===== src/rtl/simt_sched_pkg.sv =====
package simt_sched_pkg;

   typedef enum logic {
      WIN_FULL = 1'b0,
      WIN_HALF = 1'b1
   } win_mode_e;

   // number of thread groups covered by one window in a given mode
   function automatic int win_groups(input win_mode_e m, input int full_groups);
      return (m == WIN_HALF) ? full_groups / 2 : full_groups;
   endfunction

endpackage


===== src/rtl/warp_rr_pick.sv =====
module warp_rr_pick #(
   parameter int NUM_WARPS = 24,
   localparam int WID_W    = $clog2(NUM_WARPS)
) (
   input  logic [NUM_WARPS-1:0] elig,
   input  logic [WID_W-1:0]     last_id,
   output logic                 found,
   output logic [WID_W-1:0]     pick_id
);

   always_comb begin
      found   = 1'b0;
      pick_id = '0;
      for (int i = 1; i <= NUM_WARPS; i++) begin
         int cand;
         cand = int'(last_id) + i;
         if (cand >= NUM_WARPS) cand = cand - NUM_WARPS;
         if (!found && elig[cand]) begin
            found   = 1'b1;
            pick_id = WID_W'(cand);
         end
      end
   end

   always_comb begin
      AST_GRANT_ELIGIBLE: assert (!found || elig[pick_id]);
   end

endmodule


===== src/rtl/lane_group_sel.sv =====
module lane_group_sel #(
   parameter int THREADS   = 32,
   parameter int LANES     = 8,
   localparam int GROUPS   = THREADS / LANES,
   localparam int GRP_W    = $clog2(GROUPS)
) (
   input  logic [THREADS-1:0] mask,
   input  logic [GRP_W-1:0]   group,
   input  logic               enable,
   output logic [LANES-1:0]   lane_en
);

   logic [LANES-1:0] slice [GROUPS];

   for (genvar g = 0; g < GROUPS; g++) begin : g_slice
      assign slice[g] = mask[g*LANES +: LANES];
   end

   assign lane_en = enable ? slice[group] : '0;

endmodule


===== src/rtl/simt_warp_sched.sv =====
module simt_warp_sched
   import simt_sched_pkg::*;
#(
   parameter int NUM_WARPS    = 24,
   parameter int WARP_THREADS = 32,
   parameter int NUM_LANES    = 8,
   parameter bit HALF_MODE_EN = 1'b1,
   localparam int NUM_GROUPS  = WARP_THREADS / NUM_LANES,
   localparam int HALF_GROUPS = NUM_GROUPS / 2,
   localparam int GRP_W       = $clog2(NUM_GROUPS),
   localparam int WID_W       = $clog2(NUM_WARPS)
) (
   input  logic                              clk,
   input  logic                              rst_n,
   input  logic                              half_mode,
   input  logic [NUM_WARPS-1:0]              warp_ready,
   input  logic [NUM_WARPS*WARP_THREADS-1:0] warp_mask,
   output logic                              issue_valid,
   output logic [WID_W-1:0]                  issue_warp,
   output logic [GRP_W-1:0]                  issue_group,
   output logic [NUM_LANES-1:0]              lane_en,
   output logic                              idle
);

   // elaboration-time parameter checks
   if (WARP_THREADS % NUM_LANES != 0) begin : g_bad_split
      $error("WARP_THREADS must be a multiple of NUM_LANES");
   end
   if (NUM_GROUPS < 2 || (NUM_GROUPS & (NUM_GROUPS - 1)) != 0) begin : g_bad_groups
      $error("thread groups per warp must be a power of two, at least 2");
   end
   if (NUM_WARPS < 2) begin : g_bad_warps
      $error("NUM_WARPS must be at least 2");
   end

   // per-warp masks and eligibility
   logic [WARP_THREADS-1:0] mask_arr [NUM_WARPS];
   logic [NUM_WARPS-1:0]    elig;

   for (genvar w = 0; w < NUM_WARPS; w++) begin : g_warp
      assign mask_arr[w] = warp_mask[w*WARP_THREADS +: WARP_THREADS];
      assign elig[w]     = warp_ready[w] & (|mask_arr[w]);
   end

   // window mode variant
   win_mode_e mode_in;
   if (HALF_MODE_EN) begin : g_half_mode
      assign mode_in = half_mode ? WIN_HALF : WIN_FULL;
   end else begin : g_full_only
      assign mode_in = WIN_FULL;
   end

   // scheduler state
   logic             active_q;
   logic [WID_W-1:0] warp_q;
   logic [WID_W-1:0] ptr_q;
   logic [GRP_W-1:0] grp_q;
   win_mode_e        mode_q;
   logic [GRP_W-1:0] last_grp;
   logic             win_end;
   logic             pick_found;
   logic [WID_W-1:0] pick_id;

   assign last_grp = GRP_W'(win_groups(mode_q, NUM_GROUPS) - 1);
   assign win_end  = !active_q || (grp_q == last_grp);

   warp_rr_pick #(
      .NUM_WARPS (NUM_WARPS)
   ) u_pick (
      .elig    (elig),
      .last_id (ptr_q),
      .found   (pick_found),
      .pick_id (pick_id)
   );

   always_ff @(posedge clk or negedge rst_n) begin
      if (!rst_n) begin
         active_q <= 1'b0;
         warp_q   <= '0;
         grp_q    <= '0;
         mode_q   <= WIN_FULL;
         ptr_q    <= WID_W'(NUM_WARPS - 1);
      end else if (win_end) begin
         grp_q <= '0;
         if (pick_found) begin
            active_q <= 1'b1;
            warp_q   <= pick_id;
            ptr_q    <= pick_id;
            mode_q   <= mode_in;
         end else begin
            active_q <= 1'b0;
         end
      end else begin
         grp_q <= grp_q + 1'b1;
      end
   end

   lane_group_sel #(
      .THREADS (WARP_THREADS),
      .LANES   (NUM_LANES)
   ) u_lanes (
      .mask    (mask_arr[warp_q]),
      .group   (grp_q),
      .enable  (active_q),
      .lane_en (lane_en)
   );

   assign issue_valid = active_q;
   assign idle        = !active_q;
   assign issue_warp  = warp_q;
   assign issue_group = grp_q;

   // checks on the sequencing
   AST_MIDWINDOW_HOLD: assert property (@(posedge clk) disable iff (!rst_n)
      (active_q && grp_q != last_grp) |=> (active_q && warp_q == $past(warp_q)
                                           && grp_q == GRP_W'($past(grp_q) + 1'b1)));

   AST_IDLE_KEEPS_PTR: assert property (@(posedge clk) disable iff (!rst_n)
      !active_q |-> $stable(ptr_q));

   AST_IDLE_LANES_OFF: assert property (@(posedge clk) disable iff (!rst_n)
      idle |-> (lane_en == '0));

   AST_WINDOW_FROM_ELIGIBLE: assert property (@(posedge clk) disable iff (!rst_n)
      (active_q && grp_q == '0) |-> ((($past(elig) >> warp_q) & NUM_WARPS'(1)) != '0));

   AST_HALF_RANGE: assert property (@(posedge clk) disable iff (!rst_n)
      (active_q && mode_q == WIN_HALF) |-> (grp_q < GRP_W'(HALF_GROUPS)));

   AST_NO_BUBBLE: assert property (@(posedge clk) disable iff (!rst_n)
      (active_q && grp_q == last_grp && (|elig)) |=> (active_q && grp_q == '0));

endmodule


===== config.mk =====
export PLATFORM = sky130hd
export DESIGN_NAME = simt_warp_sched
export DESIGN_NICKNAME = d
export VERILOG_FILES = /design/src/rtl/simt_sched_pkg.sv /design/src/rtl/warp_rr_pick.sv /design/src/rtl/lane_group_sel.sv /design/src/rtl/simt_warp_sched.sv
export SDC_FILE = /design/constraint.sdc
export NUM_CORES = 1
export LEC_CHECK = 0
export CAP_MARGIN = 20
export CORE_AREA = 2 2 319 321
export CTS_CLUSTER_SIZE = 14
export DETAILED_ROUTE_END_ITERATION = 12
export DIE_AREA = 0 0 321 323
export DONT_BUFFER_PORTS = 1
export SYNTH_ARGS = -nofsm -noshare
export SYNTH_HDL_FRONTEND = slang
export SYNTH_SLANG_ARGS = --single-unit
export TNS_END_PERCENT = 50

===== constraint.sdc =====
create_clock -name clk -period 7.9 [get_ports clk]
set_input_delay 0.395 -clock clk [delete_from_list [all_inputs] [get_ports clk]]
set_output_delay 0.395 -clock clk [all_outputs]
set_load 0.02 [all_outputs]

==> PnR_summary.wiki <==
{| class="wikitable"
! Metric !! Value
|-
| Status || finished, final reports clean
|-
| Xor and xnor area share after synthesis || 1.790%
|-
| Sequential area share after synthesis || 2.305%
|-
| Cell area after technology mapping || 0.01433 mm^2
|-
| Clock latency on the worst-skew pair || 250 ps
|-
| Sw Ratio || 62.14%
|-
| Setup TNS Final || 0 ps
|-
| Top cells by area, synth || sky130_fd_sc_hd__mux4_2 39%, sky130_fd_sc_hd__nor4_1 9.0%, sky130_fd_sc_hd__ha_1 3.4%, sky130_fd_sc_hd__a21oi_1 2.8%, sky130_fd_sc_hd__nand2_1 2.7%
|-
| Internal power consumption || 3.382 mW
|-
| Post-route clock skew || 6.591 ps
|-
| Total routed wirelength || 136200 um
|-
| Main combinational cell family by area after synthesis || multiplexers
|-
| Global-route wire length before repair || 173600 um
|-
| Startpoint kind of the worst setup timing path || flip-flop
|-
| Number of rows in the core area || 117
|-
| Highest net fanout along the worst path || 32
|-
| Maximum root-to-sink buffer count || 2
|-
| Share of layout cells above drive strength 1 || 28.18%
|-
| Placed Instance Area || 0.01611 mm^2
|-
| Number of enable flip-flop cells after synthesis || 0
|-
| Top cell type's share of synthesized area || 38.82%
|-
| Area of combinational cells with multiple inputs || 0.01339 mm^2
|-
| Die height || 323 um
|-
| Instance count of the mapped netlist || 1568
|-
| Filler Cells Inserted || 11360
|-
| Die width || 321 um
|-
| Part of the power in combinational logic || 95.7%
|-
| Compound-Gate Fraction of Synth Area || 20.67%
|-
| Peak VDD IR || 0.2217 mV
|-
| Most instantiated library cell after synthesis || sky130_fd_sc_hd__mux4_2
|-
| Min setup slack post-route || 1606 ps
|-
| Estimated wirelength of the detail-placed design || 121500 um
|-
| Worst Path Required || 8040 ps
|-
| Post-route core utilization || 16.20%
|-
| Ys flop type || sky130_fd_sc_hd__dfrtp_1
|-
| Number of endpoints with negative hold slack in the final report || 0
|-
| Setup repair after global routing missed its margin || false
|-
| Start-to-end type of the worst setup path || flip-flop to flip-flop
|-
| Detailed router's first-iteration violation count || 2939
|-
| Simple-gate area share of the yosys netlist || 25.52%
|-
| Routed length per placed instance || 47.22 um
|-
| Number of antenna violations at the first check in global routing || 44
|-
| Relative max-transition margin || 21.96%
|-
| Via count of the routed design || 18160
|-
| Total congestion overflow after global routing || 0
|-
| GRT Overall Usage || 24.95%
|-
| Post-synthesis mux area share || 41.40%
|-
| Area leader, netlist || sky130_fd_sc_hd__mux4_2
|-
| Clock Tree Root || sky130_fd_sc_hd__clkbuf_16
|-
| Class of the worst hold path || primary input to flip-flop
|-
| Via density per instance || 6.295
|-
| Area Growth Syn to Fin || 13.88%
|-
| Total leakage power || 4.538 nW
|-
| Ranking of synthesized cells by instance count || 247 x sky130_fd_sc_hd__mux4_2, 207 x sky130_fd_sc_hd__nor4_1, 103 x sky130_fd_sc_hd__nand2_1
|-
| Setup Viol. Count Final || 0
|-
| Average size of a mapped cell || 9.139 um^2
|-
| Power density relative to cell area || 547.5 mW/mm^2
|-
| TritonRoute pass-1 iters || 7
|-
| Number of global-route vias before repair || 17180
|-
| Detail Route Antenna Nets || 0
|-
| CTS buffer count || 3
|-
| Net count of the finished layout || 2361
|-
| Number of clock sinks seen by CTS || 13
|-
| Total area of sequential cells || 347.8 um^2
|-
| Shortest clock period the worst path allows after layout || 6294 ps
|-
| Number of violations of the max-capacitance limit || 0
|-
| Number of distinct library cells after synthesis || 100
|-
| Number of placed I/O pins || 812
|-
| CTS tree || yes
|-
| Routability congestion estimate || 1.094
|-
| Core Box Area || 0.1007 mm^2
|-
| Flop pwr share || 3.2%
|-
| Port Buffer Count || 0
|-
| Slew at the pin closest to its max-slew limit || 1160 ps
|-
| CTS H-tree lvls || 1
|-
| Count of unresolved DRC violations after routing || 0
|-
| Yosys warning count || 0
|-
| Starting density of the core || 14.23%
|-
| Post-CTS resize count || 0
|-
| Final worst path period share || 79.67%
|-
| Worst setup timing slack at the placement stage || 1884 ps
|-
| Timing-limited maximum frequency || 158.9 MHz
|-
| Net switching power of the design || 5.552 mW
|-
| Syn Nets || 2402
|-
| Final design area excluding fillers || 0.01632 mm^2
|-
| Portion of total power attributed to the clock network || 1.2%
|-
| Pin count of the biggest net entering global routing || 78
|-
| FFs w/ async S/R, synth || 100.0%
|-
| Critical path data arrival time || 6430 ps
|-
| Die ar. || 0.1037 mm^2
|-
| Count of state elements after synthesis || 13
|-
| Final count of pins violating max slew || 0
|-
| CP Capture Type || flip-flop
|-
| Register clock-pin slew on the reported worst setup and hold paths || 60 ps
|-
| Post-synthesis share of cell area spent on full adders, half adders and majority gates || 3.405%
|}
## per-layer routing
| layer | up-vias | wire (um) | share of wire [%] | global-route usage, % |
|---|---|---|---|---|
| li1 | 6769 | - | - | - |
| met1 | 9241 | 45920 | 34 | 27.40 |
| met2 | 1756 | 59890 | 44 | 38.74 |
| met3 | 354 | 20720 | 15 | 13.00 |
| met4 | 42 | 9390 | 6.9 | 13.94 |
| met5 | - | 324 | 0.24 | 0 |
## state kept, by name, summed over array words and instances, names as in the netlist
register / cells
mode_q: 1
issue_valid: 1
ptr_q: 4
issue_group: 2
issue_warp: 5
## timing repair
item                                    4_1_cts  5_1_grt
endpoints found under the setup margin        0        0
setup buffers                                 0        0
hold buffers                                  1        0
hold endpoints to repair                     13        0
## power by group through the flow
stage | Sequential, mW | Clock [mW] | Combinational, mW
finish | 0.284 | 0.104 | 8.55
global route | 0.297 | 0.110 | 8.92
CTS | 0.282 | 0.107 | 8.30
detailed placement | 0.283 | 0 | 8.25
global placement | 0.284 | 0 | 8.32
floorplan | 0.148 | 0 | 5.82
## worst paths after layout
path	slack, ps	startpoint	depth (start not counted)	endpoint
setup / recovery	1610	issue_warp[3]$_DFFE_PN0P_	19	issue_warp[1]$_DFFE_PN0P_
hold / removal	280	half_mode	1	mode_q$_DFFE_PN0P_
setup reg to reg	1610	issue_warp[3]$_DFFE_PN0P_	19	issue_warp[1]$_DFFE_PN0P_
hold reg to reg	530	mode_q$_DFFE_PN0P_	1	mode_q$_DFFE_PN0P_
max in group asynchronous	6600	rst_n	1	issue_warp[0]$_DFFE_PN0P_
min in group asynchronous	680	rst_n	1	issue_group[0]$_DFF_PN0_
## kinds of logic after synthesis
kind of cell | after synthesis
fa+ha+maj | 39
simple gates | 643
flops | 13
buf+inv | 160
compound gates | 405
xor+xnor | 25
mux | 283
## area by class of cell
cell class                      count  area share (%)
Multi-Input combinational cell   1395           82.07
Tap cell                         1309           10.04
Inverter                           39          0.9124
Clock buffer                        4          0.4830
Timing Repair Buffer               75           3.603
Sequential cell                    13           2.131
Antenna cell                       50          0.7667
## critical path, stage by stage, from the launching register on
cell                        delay, ps
sky130_fd_sc_hd__dfrtp_4          630
sky130_fd_sc_hd__buf_4            460
sky130_fd_sc_hd__ha_1             410
sky130_fd_sc_hd__nand2_1          150
sky130_fd_sc_hd__xnor2_1          350
sky130_fd_sc_hd__inv_2            110
sky130_fd_sc_hd__ha_1             190
sky130_fd_sc_hd__nor2b_1          120
sky130_fd_sc_hd__o21ai_0          280
sky130_fd_sc_hd__a21oi_1          120
sky130_fd_sc_hd__a21oi_1          660
sky130_fd_sc_hd__nor3_1           200
sky130_fd_sc_hd__o21ai_1          380
sky130_fd_sc_hd__nand4_2          360
sky130_fd_sc_hd__or3b_2           700
sky130_fd_sc_hd__a2111oi_1        440
sky130_fd_sc_hd__a2111o_1         170
sky130_fd_sc_hd__nand4b_1         160
sky130_fd_sc_hd__a21oi_1          200
sky130_fd_sc_hd__a21oi_1           60
## metrics by stage
stage               total power [mW]  instances  hold WS, ps
finish                         8.934       2885        280.0
global route                   9.324       2858        280.5
CTS                            8.690       2835        278.6
detailed placement             8.537       2830        101.0
global placement               8.608       2816        101.0
floorplan                      5.971       1568        99.41
## layout by cell type (no fill, tap or decap), types with 11 or more instances in the layout
cell type / Yosys / routed
sky130_fd_sc_hd__o21ai_1: 16 / 16
sky130_fd_sc_hd__buf_2: 27 / 11
sky130_fd_sc_hd__inv_1: 25 / 25
sky130_fd_sc_hd__xnor2_1: 17 / 16
sky130_fd_sc_hd__ha_1: 39 / 39
sky130_fd_sc_hd__inv_2: 12 / 12
sky130_fd_sc_hd__buf_4: 5 / 59
sky130_fd_sc_hd__nor4_1: 207 / 193
sky130_fd_sc_hd__nand2b_1: 15 / 15
sky130_fd_sc_hd__a21o_1: 12 / 12
sky130_fd_sc_hd__nand2_1: 103 / 103
sky130_fd_sc_hd__nor3_1: 45 / 45
sky130_fd_sc_hd__nand3_1: 24 / 24
sky130_fd_sc_hd__a21oi_1: 80 / 80
sky130_fd_sc_hd__nand4_1: 55 / 55
sky130_fd_sc_hd__mux2i_1: 29 / 29
sky130_fd_sc_hd__nor4_2: 4 / 18
sky130_fd_sc_hd__a32oi_1: 14 / 14
sky130_fd_sc_hd__nor2_1: 98 / 98
sky130_fd_sc_hd__mux4_2: 247 / 247
sky130_fd_sc_hd__nor2b_1: 21 / 21
sky130_fd_sc_hd__or3_1: 13 / 13
sky130_fd_sc_hd__o21ai_2: 18 / 18
sky130_fd_sc_hd__a22oi_1: 36 / 36
sky130_fd_sc_hd__o21ai_0: 37 / 37
sky130_fd_sc_hd__diode_2: 0 / 50
sky130_fd_sc_hd__a211oi_1: 16 / 16
sky130_fd_sc_hd__o2111ai_1: 11 / 11
sky130_fd_sc_hd__o211ai_1: 31 / 31
sky130_fd_sc_hd__o22ai_1: 15 / 15
Power figures use the tool's default switching activity.
